==> config.mk <==
export PLATFORM = sky130hd
export DESIGN_NAME = slowport_timing_gen
export DESIGN_NICKNAME = d
export VERILOG_FILES = /design/src/rtl/sp_timing_pkg.sv /design/src/rtl/sp_down_counter.sv /design/src/rtl/sp_window.sv /design/src/rtl/sp_cs_decode.sv /design/src/rtl/slowport_timing_gen.sv
export SDC_FILE = /design/constraint.sdc
export NUM_CORES = 1
export LEC_CHECK = 0
export BUFFER_PORTS_ARGS = -buffer_cell sky130_fd_sc_hd__buf_4
export CORE_UTILIZATION = 53
export CTS_CLUSTER_DIAMETER = 30
export CTS_CLUSTER_SIZE = 20
export DETAILED_ROUTE_END_ITERATION = 6
export PLACE_DENSITY = 0.85
export SYNTH_ARGS = -nofsm -noshare
export SYNTH_HDL_FRONTEND = slang
export SYNTH_SLANG_ARGS = --single-unit
==> constraint.sdc <==
create_clock -name clk -period 5.25 [get_ports clk]
set_input_delay 0.525 -clock clk [delete_from_list [all_inputs] [get_ports clk]]
set_output_delay 0.525 -clock clk [all_outputs]
set_load 0.05 [all_outputs]
==> src/rtl/sp_timing_pkg.sv <==
package sp_timing_pkg;
    localparam int CNT_W_DEF = 8;
    typedef enum logic {SPACE_BOOT = 1'b0, SPACE_PERIPH = 1'b1} space_e;
endpackage

==> src/rtl/sp_down_counter.sv <==
module sp_down_counter #(
    parameter int W = 8
) (
    input  logic         clk,
    input  logic         rst_n,
    input  logic         load,
    input  logic [W-1:0] load_val,
    input  logic         stall,
    output logic [W-1:0] cnt_d,
    output logic         run_d,
    output logic [W-1:0] cnt_q,
    output logic         run_q
);
    always_comb begin
        cnt_d = cnt_q;
        run_d = run_q;
        if (load) begin
            cnt_d = {load_val[W-1:1], 1'b1};
            run_d = 1'b1;
        end else if (run_q && !stall) begin
            if (cnt_q == '0) run_d = 1'b0;
            else             cnt_d = cnt_q - 1'b1;
        end
    end

    always_ff @(posedge clk or negedge rst_n) begin
        if (!rst_n) begin
            cnt_q <= '0;
            run_q <= 1'b0;
        end else begin
            cnt_q <= cnt_d;
            run_q <= run_d;
        end
    end

    // every cycle starts from an odd count
    p_odd_start_r2: assert property (@(posedge clk) disable iff (!rst_n)
        run_q && !$past(run_q) |-> cnt_q[0]);

    // a stalled counter keeps its value and keeps running
    p_hold_r8: assert property (@(posedge clk) disable iff (!rst_n)
        run_q && stall && !load |=> run_q && cnt_q == $past(cnt_q));
endmodule

==> src/rtl/sp_window.sv <==
module sp_window #(
    parameter int W = 8
) (
    input  logic         active,
    input  logic [W-1:0] cnt,
    input  logic [W-1:0] on_th,
    input  logic [W-1:0] off_th,
    output logic         hit
);
    always_comb hit = active && (cnt < on_th) && (cnt >= off_th);
endmodule

==> src/rtl/sp_cs_decode.sv <==
module sp_cs_decode #(
    parameter int SEL_W = 2,
    localparam int CS_N = 1 << SEL_W
) (
    input  logic             en,
    input  logic [SEL_W-1:0] sel,
    output logic [CS_N-1:0]  cs_n
);
    for (genvar i = 0; i < CS_N; i++) begin : g_cs
        assign cs_n[i] = !(en && sel == SEL_W'(i));
    end
endmodule

==> src/rtl/slowport_timing_gen.sv <==
module slowport_timing_gen #(
    parameter int ADDR_W     = 21,
    parameter int DATA_W     = 32,
    parameter int CNT_W      = sp_timing_pkg::CNT_W_DEF,
    parameter int CS_SEL_LSB = 19,
    parameter int CS_SEL_W   = 2,
    localparam int CS_N      = 1 << CS_SEL_W
) (
    input  logic              clk,
    input  logic              rst_n,
    input  logic              req_valid,
    input  logic              req_write,
    input  logic              req_slow,
    input  logic [ADDR_W-1:0] req_addr,
    input  logic [DATA_W-1:0] req_wdata,
    input  logic [CNT_W-1:0]  cfg_boot_cnt,
    input  logic [CNT_W-1:0]  cfg_slow_cnt,
    input  logic [CNT_W-1:0]  cfg_rw_on,
    input  logic [CNT_W-1:0]  cfg_rw_off,
    input  logic [CNT_W-1:0]  cfg_en_on,
    input  logic [CNT_W-1:0]  cfg_en_off,
    input  logic              cfg_rdy_en,
    input  logic              rdy_n,
    input  logic [DATA_W-1:0] bus_rdata_in,
    output logic              busy,
    output logic              dev_en_n,
    output logic              rd_n,
    output logic              wr_n,
    output logic [CS_N-1:0]   cs_n,
    output logic              dir,
    output logic              hi_en_n,
    output logic [ADDR_W-1:0] bus_addr,
    output logic [DATA_W-1:0] bus_wdata,
    output logic [DATA_W-1:0] rdata,
    output logic              rdata_valid
);
    import sp_timing_pkg::*;

    typedef struct packed {
        logic              busy;
        logic              write;
        space_e            space;
        logic [ADDR_W-1:0] addr;
        logic [DATA_W-1:0] wdata;
        logic              dev_en_n;
        logic              rd_n;
        logic              wr_n;
        logic [CS_N-1:0]   cs_n;
        logic              dir;
        logic              hi_en_n;
        logic [DATA_W-1:0] rdata;
        logic              rdata_valid;
    } state_t;

    state_t st_d, st_q;

    logic              accept, stall, capture;
    logic [CNT_W-1:0]  load_val, cnt_d, cnt_q;
    logic              run_d, run_q;
    logic              nxt_write;
    space_e            nxt_space;
    logic [ADDR_W-1:0] nxt_addr;
    logic              rw_hit, en_hit;
    logic [CS_N-1:0]   cs_dec_n;

    assign accept    = req_valid && !st_q.busy;
    assign load_val  = req_slow ? cfg_slow_cnt : cfg_boot_cnt;
    assign stall     = cfg_rdy_en && rdy_n && run_q && (cnt_q == cfg_rw_off);
    assign capture   = run_q && !stall && (cnt_q == cfg_rw_off) && !st_q.write;
    assign nxt_write = accept ? req_write : st_q.write;
    assign nxt_space = accept ? space_e'(req_slow) : st_q.space;
    assign nxt_addr  = accept ? req_addr : st_q.addr;

    sp_down_counter #(.W(CNT_W)) u_cnt (
        .clk      (clk),
        .rst_n    (rst_n),
        .load     (accept),
        .load_val (load_val),
        .stall    (stall),
        .cnt_d    (cnt_d),
        .run_d    (run_d),
        .cnt_q    (cnt_q),
        .run_q    (run_q)
    );

    sp_window #(.W(CNT_W)) u_rw_win (
        .active (run_d),
        .cnt    (cnt_d),
        .on_th  (cfg_rw_on),
        .off_th (cfg_rw_off),
        .hit    (rw_hit)
    );

    sp_window #(.W(CNT_W)) u_en_win (
        .active (run_d),
        .cnt    (cnt_d),
        .on_th  (cfg_en_on),
        .off_th (cfg_en_off),
        .hit    (en_hit)
    );

    sp_cs_decode #(.SEL_W(CS_SEL_W)) u_cs (
        .en   (run_d && nxt_space == SPACE_BOOT),
        .sel  (nxt_addr[CS_SEL_LSB +: CS_SEL_W]),
        .cs_n (cs_dec_n)
    );

    always_comb begin
        st_d             = st_q;
        st_d.busy        = run_d;
        st_d.write       = nxt_write;
        st_d.space       = nxt_space;
        st_d.addr        = nxt_addr;
        if (accept) st_d.wdata = req_wdata;
        st_d.rd_n        = !(rw_hit && !nxt_write);
        st_d.wr_n        = !(rw_hit && nxt_write);
        st_d.dev_en_n    = !en_hit;
        st_d.hi_en_n     = !(en_hit && !cfg_rdy_en);
        st_d.cs_n        = cs_dec_n;
        st_d.dir         = run_d ? !nxt_write : 1'b1;
        st_d.rdata_valid = capture;
        if (capture) st_d.rdata = bus_rdata_in;
    end

    always_ff @(posedge clk or negedge rst_n) begin
        if (!rst_n) begin
            st_q          <= '0;
            st_q.dev_en_n <= 1'b1;
            st_q.rd_n     <= 1'b1;
            st_q.wr_n     <= 1'b1;
            st_q.cs_n     <= '1;
            st_q.dir      <= 1'b1;
            st_q.hi_en_n  <= 1'b1;
        end else begin
            st_q <= st_d;
        end
    end

    assign busy        = st_q.busy;
    assign dev_en_n    = st_q.dev_en_n;
    assign rd_n        = st_q.rd_n;
    assign wr_n        = st_q.wr_n;
    assign cs_n        = st_q.cs_n;
    assign dir         = st_q.dir;
    assign hi_en_n     = st_q.hi_en_n;
    assign bus_addr    = st_q.addr;
    assign bus_wdata   = st_q.wdata;
    assign rdata       = st_q.rdata;
    assign rdata_valid = st_q.rdata_valid;

    p_one_strobe_r6: assert property (@(posedge clk) disable iff (!rst_n)
        rd_n || wr_n);

    p_dir_stable_r6: assert property (@(posedge clk) disable iff (!rst_n)
        busy && $past(busy) |-> $stable(dir));

    p_cs_onehot_r7: assert property (@(posedge clk) disable iff (!rst_n)
        $onehot0(~cs_n));

    p_capture_r10: assert property (@(posedge clk) disable iff (!rst_n)
        rdata_valid |-> $past(!rd_n) && rd_n);

    p_addr_hold_r11: assert property (@(posedge clk) disable iff (!rst_n)
        busy && $past(busy) |-> $stable(bus_addr) && $stable(cs_n));

    p_idle_quiet_r12: assert property (@(posedge clk) disable iff (!rst_n)
        !busy |-> rd_n && wr_n && dev_en_n && (&cs_n));
endmodule

* Word-level counts from Yosys, hierarchy flattened
Index checks and enable logic that the tools add are counted. Widths: inputs -> output; s select.
Operators by class: add/subtract/negate cells 1, order comparisons 4, eq/ne operators 4, multiplexer cells 11, bitwise logic cells 1, reductions and logical operators 34
Operators with widths (count):
- $mux 8 | 4
- $mux 21 | 1
- $logic_and 1x1->1 | 19
- $ge 8x8->1 | 2
- $lt 8x8->1 | 2
- $logic_not 1->1 | 13
- $eq 8x8->1 | 1
- $logic_not 8->1 | 1
- $sub 8x1->8 const B | 1
- $mux 1 | 6
- $eq 2x2->1 const B | 2
- $eq 2x1->1 const B | 1
- $logic_not 2->1 | 1
- $not 1->1 | 1
Word-level totals: register bits after elaboration 106, logic and storage cells 70

* Depth between registers and ports, before layout
depth after elaboration 12, mapped depth 14, gate-level depth less buffers 13

* Hierarchy
A second synthesis with hierarchy kept.
Second synthesis, totals: cells, all modules 479, area total of the unflattened synthesis 5818.1 sq um
Modules (own cells, without submodules):
- slowport_timing_gen | instances 1, cells an instance 318, area an instance 4448.0 sq um, seq. area each 2463.6 sq um
- sp_window | instances 2, cells an instance 51, area an instance 380.4 sq um, seq. area each 0.0 sq um
- sp_down_counter | instances 1, cells an instance 55, area an instance 580.6 sq um, seq. area each 225.2 sq um
- sp_cs_decode | instances 1, cells an instance 4, area an instance 28.8 sq um, seq. area each 0.0 sq um

* Worst setup path before layout
No wires, ideal clock.
kind reg-to-reg, start point register u_cnt.cnt_q[3], end point register hi_en_n (netlist name), library setup time 0.086 ns, arrival time 3.289 ns, path slack 1.875 ns, stages on the path, launching flop included 12, cell sequence dfrtp_1 -> buf_6 -> or4_4 -> or4b_4 -> o21ai_0 -> o22ai_1 -> ha_1 -> a21oi_1 -> nor2_1 -> a2111oi_0 -> nand3_1 -> a2111o_1
RTL lines:
- from (decl) | line sp_down_counter.sv:11 | output logic [W-1:0] cnt_q,
- from (signal assigned) | line sp_down_counter.sv:31 | cnt_q <= cnt_d;

==> flow_summary_export.csv <==
group,metric,value,unit
outcome,run_status,"finished, final reports clean",
setup_path,worstSetupPathType,"reg -> reg",
cts,clkTransAtPathRegs,0.10,ns
setup_path,critPathArrivalTime,4.35,ns
layout,layout.cells.most_common_list,"237 x buf_4, 162 x nand2_1, 97 x dfrtp_1, 37 x inv_1, 31 x ha_1",
layout,mostFrequentLayoutCell,"buf_4",
setup_path,timing.critical_path.to_type,"flip-flop",
floorplan,die_width,106,um
flow_run,max_cap_viol_count,0,
setup_path,critical_path.max_stage_delay,0.60,ns
cts,insertion_delay,0.36,ns
global_route,track_usage,0.243,
sta,grt_setup_unrepaired,"false",
global_route,grt_max_degree,55,
pwr,vdd.ir_drop.worst,0.000299,V
pwr,p_leak,3.95,nW
drt,antenna_violating_nets_post_route,0,
floorplan,initial_core_util,0.551,
yosys,postSynthRegisterBits,106,
floorplan,die_h,106,um
place,io_buffer_count,233,
worst_hold_path,timing.hold.worst.class,"in -> async",
yosys,mappedNetlistNets,760,
yosys,synth_unique_cells,54,
place,hpwl,10400,um
pwr,power_density,608,mW/mm^2
cts,clk_path_buf_depth,2,
setup_path,worst-path-buf-inv,0,
yosys,post_synth.cell_area_avg,9.74,um^2
setup_path,worstPathRequired,5.52,ns
setup_path,startpoint_type,"flip-flop",
yosys,seq_area_frac_synth,0.464,
drt,per_cell_routed_wire_length,15.4,um
drt,number_of_vias_per_cell,5.05,
cts,clk_root_buffer_cell,"clkbuf_8",
floorplan,fp-row-count,37,
layout,drive_above_1_share,0.404,
setup_path,timing.reg2reg.setup_slack,1.18,ns
floorplan,core,0.0104,mm^2
sta,postLayoutSetupSlackWorst,1.18,ns
yosys,area_share_of_the_leading_cell_type_in_the_synthesized_netlist,0.423,
yosys,biggest_area_contributors_in_the_synthesized_netlist,"dfrtp_1 42%, buf_4 12%, nand2_1 11%, ha_1 6.8%, mux2_2 5.1%",
layout,insertedDiodeCount,0,
sta,worst-slew-pin-transition,0.845,ns
floorplan,io_pins,236,
sta,report.final.slew_viol_count,0,
yosys,post_synthesis_cell_type_with_the_largest_combined_area,"dfrtp_1",
yosys,postSynth.asyncResetShare,1.00,
cts,numClockSinks,106,
sta,timing.clock.skew,0.0128,ns
global_route,grt_pass1_vias,4498,
setup_path,critical_path.reg2reg.startpoint,"u_cnt.cnt_q[3]$_DFF_PN0_",
yosys,post_synth_inst_count,589,
setup_path,crit_chain,"or4_4 -> or4b_4 -> o21ai_0 -> o22ai_1 -> ha_1 -> a21o_1 -> a21o_1 -> a221oi_1 -> o211ai_1 -> nor3_1 -> o21ai_0",
cts,cts_tree,"yes",
setup_path,reg2reg_end,"rd_n$_DFF_PN1_",
layout,syn_to_final_growth,24.3,%
sta,totalNegativeSetupSlack,0,ns
sta,post-route-min-period,4.07,ns
layout,final_net_count,899,
cts,cts_setup_buffers,0,
sta,final_hold_viol_count,0,
setup_path,worstPathMaxFanout,8,
floorplan,design.die.area,0.0112,mm^2
place,post-place-ws,1.20,ns
yosys,synth_edf_count,0,
drt,total_iterations_of_the_first_detailed_routing_run,6,
yosys,syn_area,0.00574,mm^2
setup_path,crit_cells,11,
global_route,grt_first_pass_wirelength,21200,um
sta,fin_worst_hold_slack,0.206,ns
global_route,antenna_violations_before_repair,0,
sta,fmax,246,MHz
sta,period_share,0.776,
drt,wirelength,13300,um
setup_path,timing.critical_path.max_delay_family,"compound AO/OA/AOI/OAI gates",
sta,relSlewSlack,0.429,
cts,cts_hold_repair.buffers,0,
yosys,ys.flop_type,"dfrtp_1",
cts,cts_max_level,3,
global_route,grt_overflow,0,
yosys,ys_warn_count,0,
sta,finalSetupViolations,0,
setup_path,worstRegToRegCells,11,
drt,initialDrtViolationCount,264,
cts,cts_repair_resize_count,0,
setup_path,timing.critical_path.slowest_stage_cell,"or4_4",
drt,drt_drc_violations_left,0,
drt,vias,4386,
setup_path,crit_startpoint,"u_cnt.cnt_q[3]$_DFF_PN0_",
place,gp_congestion,0.813,
cts,tritoncts.num_buffers,9,
[report_power, final]
| group | switching (mW) | internal, mW |
|---|---|---|
| Combinational | 1.66 | 0.824 |
| Sequential | 0.195 | 1.14 |
| Clock | 0.271 | 0.246 |
| Total | 2.12 | 2.21 |
[how the worst max path moves through the flow]
stage	end	slack, ns
finish	rd_n$_DFF_PN1_	1.18
floorplan	hi_en_n$_DFF_PN1_	1.88
global placement	hi_en_n$_DFF_PN1_	1.27
detailed placement	hi_en_n$_DFF_PN1_	1.20
CTS	rd_n$_DFF_PN1_	1.26
global route	rd_n$_DFF_PN1_	0.94
[Yosys cell counts (4+ instances only)]
cell        n
a21o_1      5
a21oi_1     4
buf_4      92
clkbuf_1   12
dfrtp_1    97
dfstp_2     9
ha_1       31
inv_1      37
mux2_1      6
mux2_2     26
mux2i_1     9
nand2_1   163
nand2b_1    4
nand4_1     7
nor2_1      6
nor3_1      5
o21a_1      5
o21ai_0     8
or4_1       4
xnor2_1    11
[area by class of cell]
| class | count | area, um^2 |
|---|---|---|
| tap | 136 | 170 |
| fill | 781 | 3290 |
| sequential | 106 | 2660 |
| clock inverter | 3 | 46.3 |
| multi-input combinational | 336 | 2170 |
| timing repair buffer | 237 | 1780 |
| inverter | 38 | 143 |
| clock buffer | 12 | 155 |
[flip-flops by register name, indices dropped and copies added (netlist names)]
signal	cells
bus_wdata	32
rdata	32
bus_addr	21
u_cnt.cnt_q	8
cs_n	4
st_q	2
dev_en_n	1
dir	1
hi_en_n	1
rd_n	1
rdata_valid	1
u_cnt.run_q	1
wr_n	1
[per-stage QoR]
step           instance area (um^2)  utilization  instances  power, mW
2_1_floorplan                  5740            -        589       3.40
3_5_place_dp                   6930        0.665        853       3.84
3_3_place_gp                   6930        0.665        853       3.75
4_1_cts                        7130        0.685        868       4.36
5_1_grt                        7130        0.685        868       4.60
6_report                       7130        0.685        868       4.33
[worst register-to-register path, cell delays in order (launching register included)]
cell and delay (ns):
dfrtp_1 0.50, or4_4 0.60, or4b_4 0.57, o21ai_0 0.37
o22ai_1 0.29, ha_1 0.39, a21o_1 0.16, a21o_1 0.17
a221oi_1 0.45, o211ai_1 0.18, nor3_1 0.19, o21ai_0 0.12
[kinds of logic after synthesis]
logic type / count (synthesis) / share of synthesized area
fa+ha+maj: 31 / 0.0676
simple gates: 204 / 0.153
xor+xnor: 11 / 0.0168
mux: 41 / 0.0785
compound gates: 49 / 0.0611
flops: 106 / 0.464
buf+inv: 147 / 0.158
[routing by layer]
metal | GRT usage | vias up | wire [um]
met4 | 0.119 | 0 | 520
li1 | - | 2112 | -
met1 | 0.281 | 2049 | 5320
met3 | 0.0399 | 36 | 725
met5 | 0 | - | 0
met2 | 0.437 | 189 | 6780
Note: power is estimated with default switching activity, not from simulation.
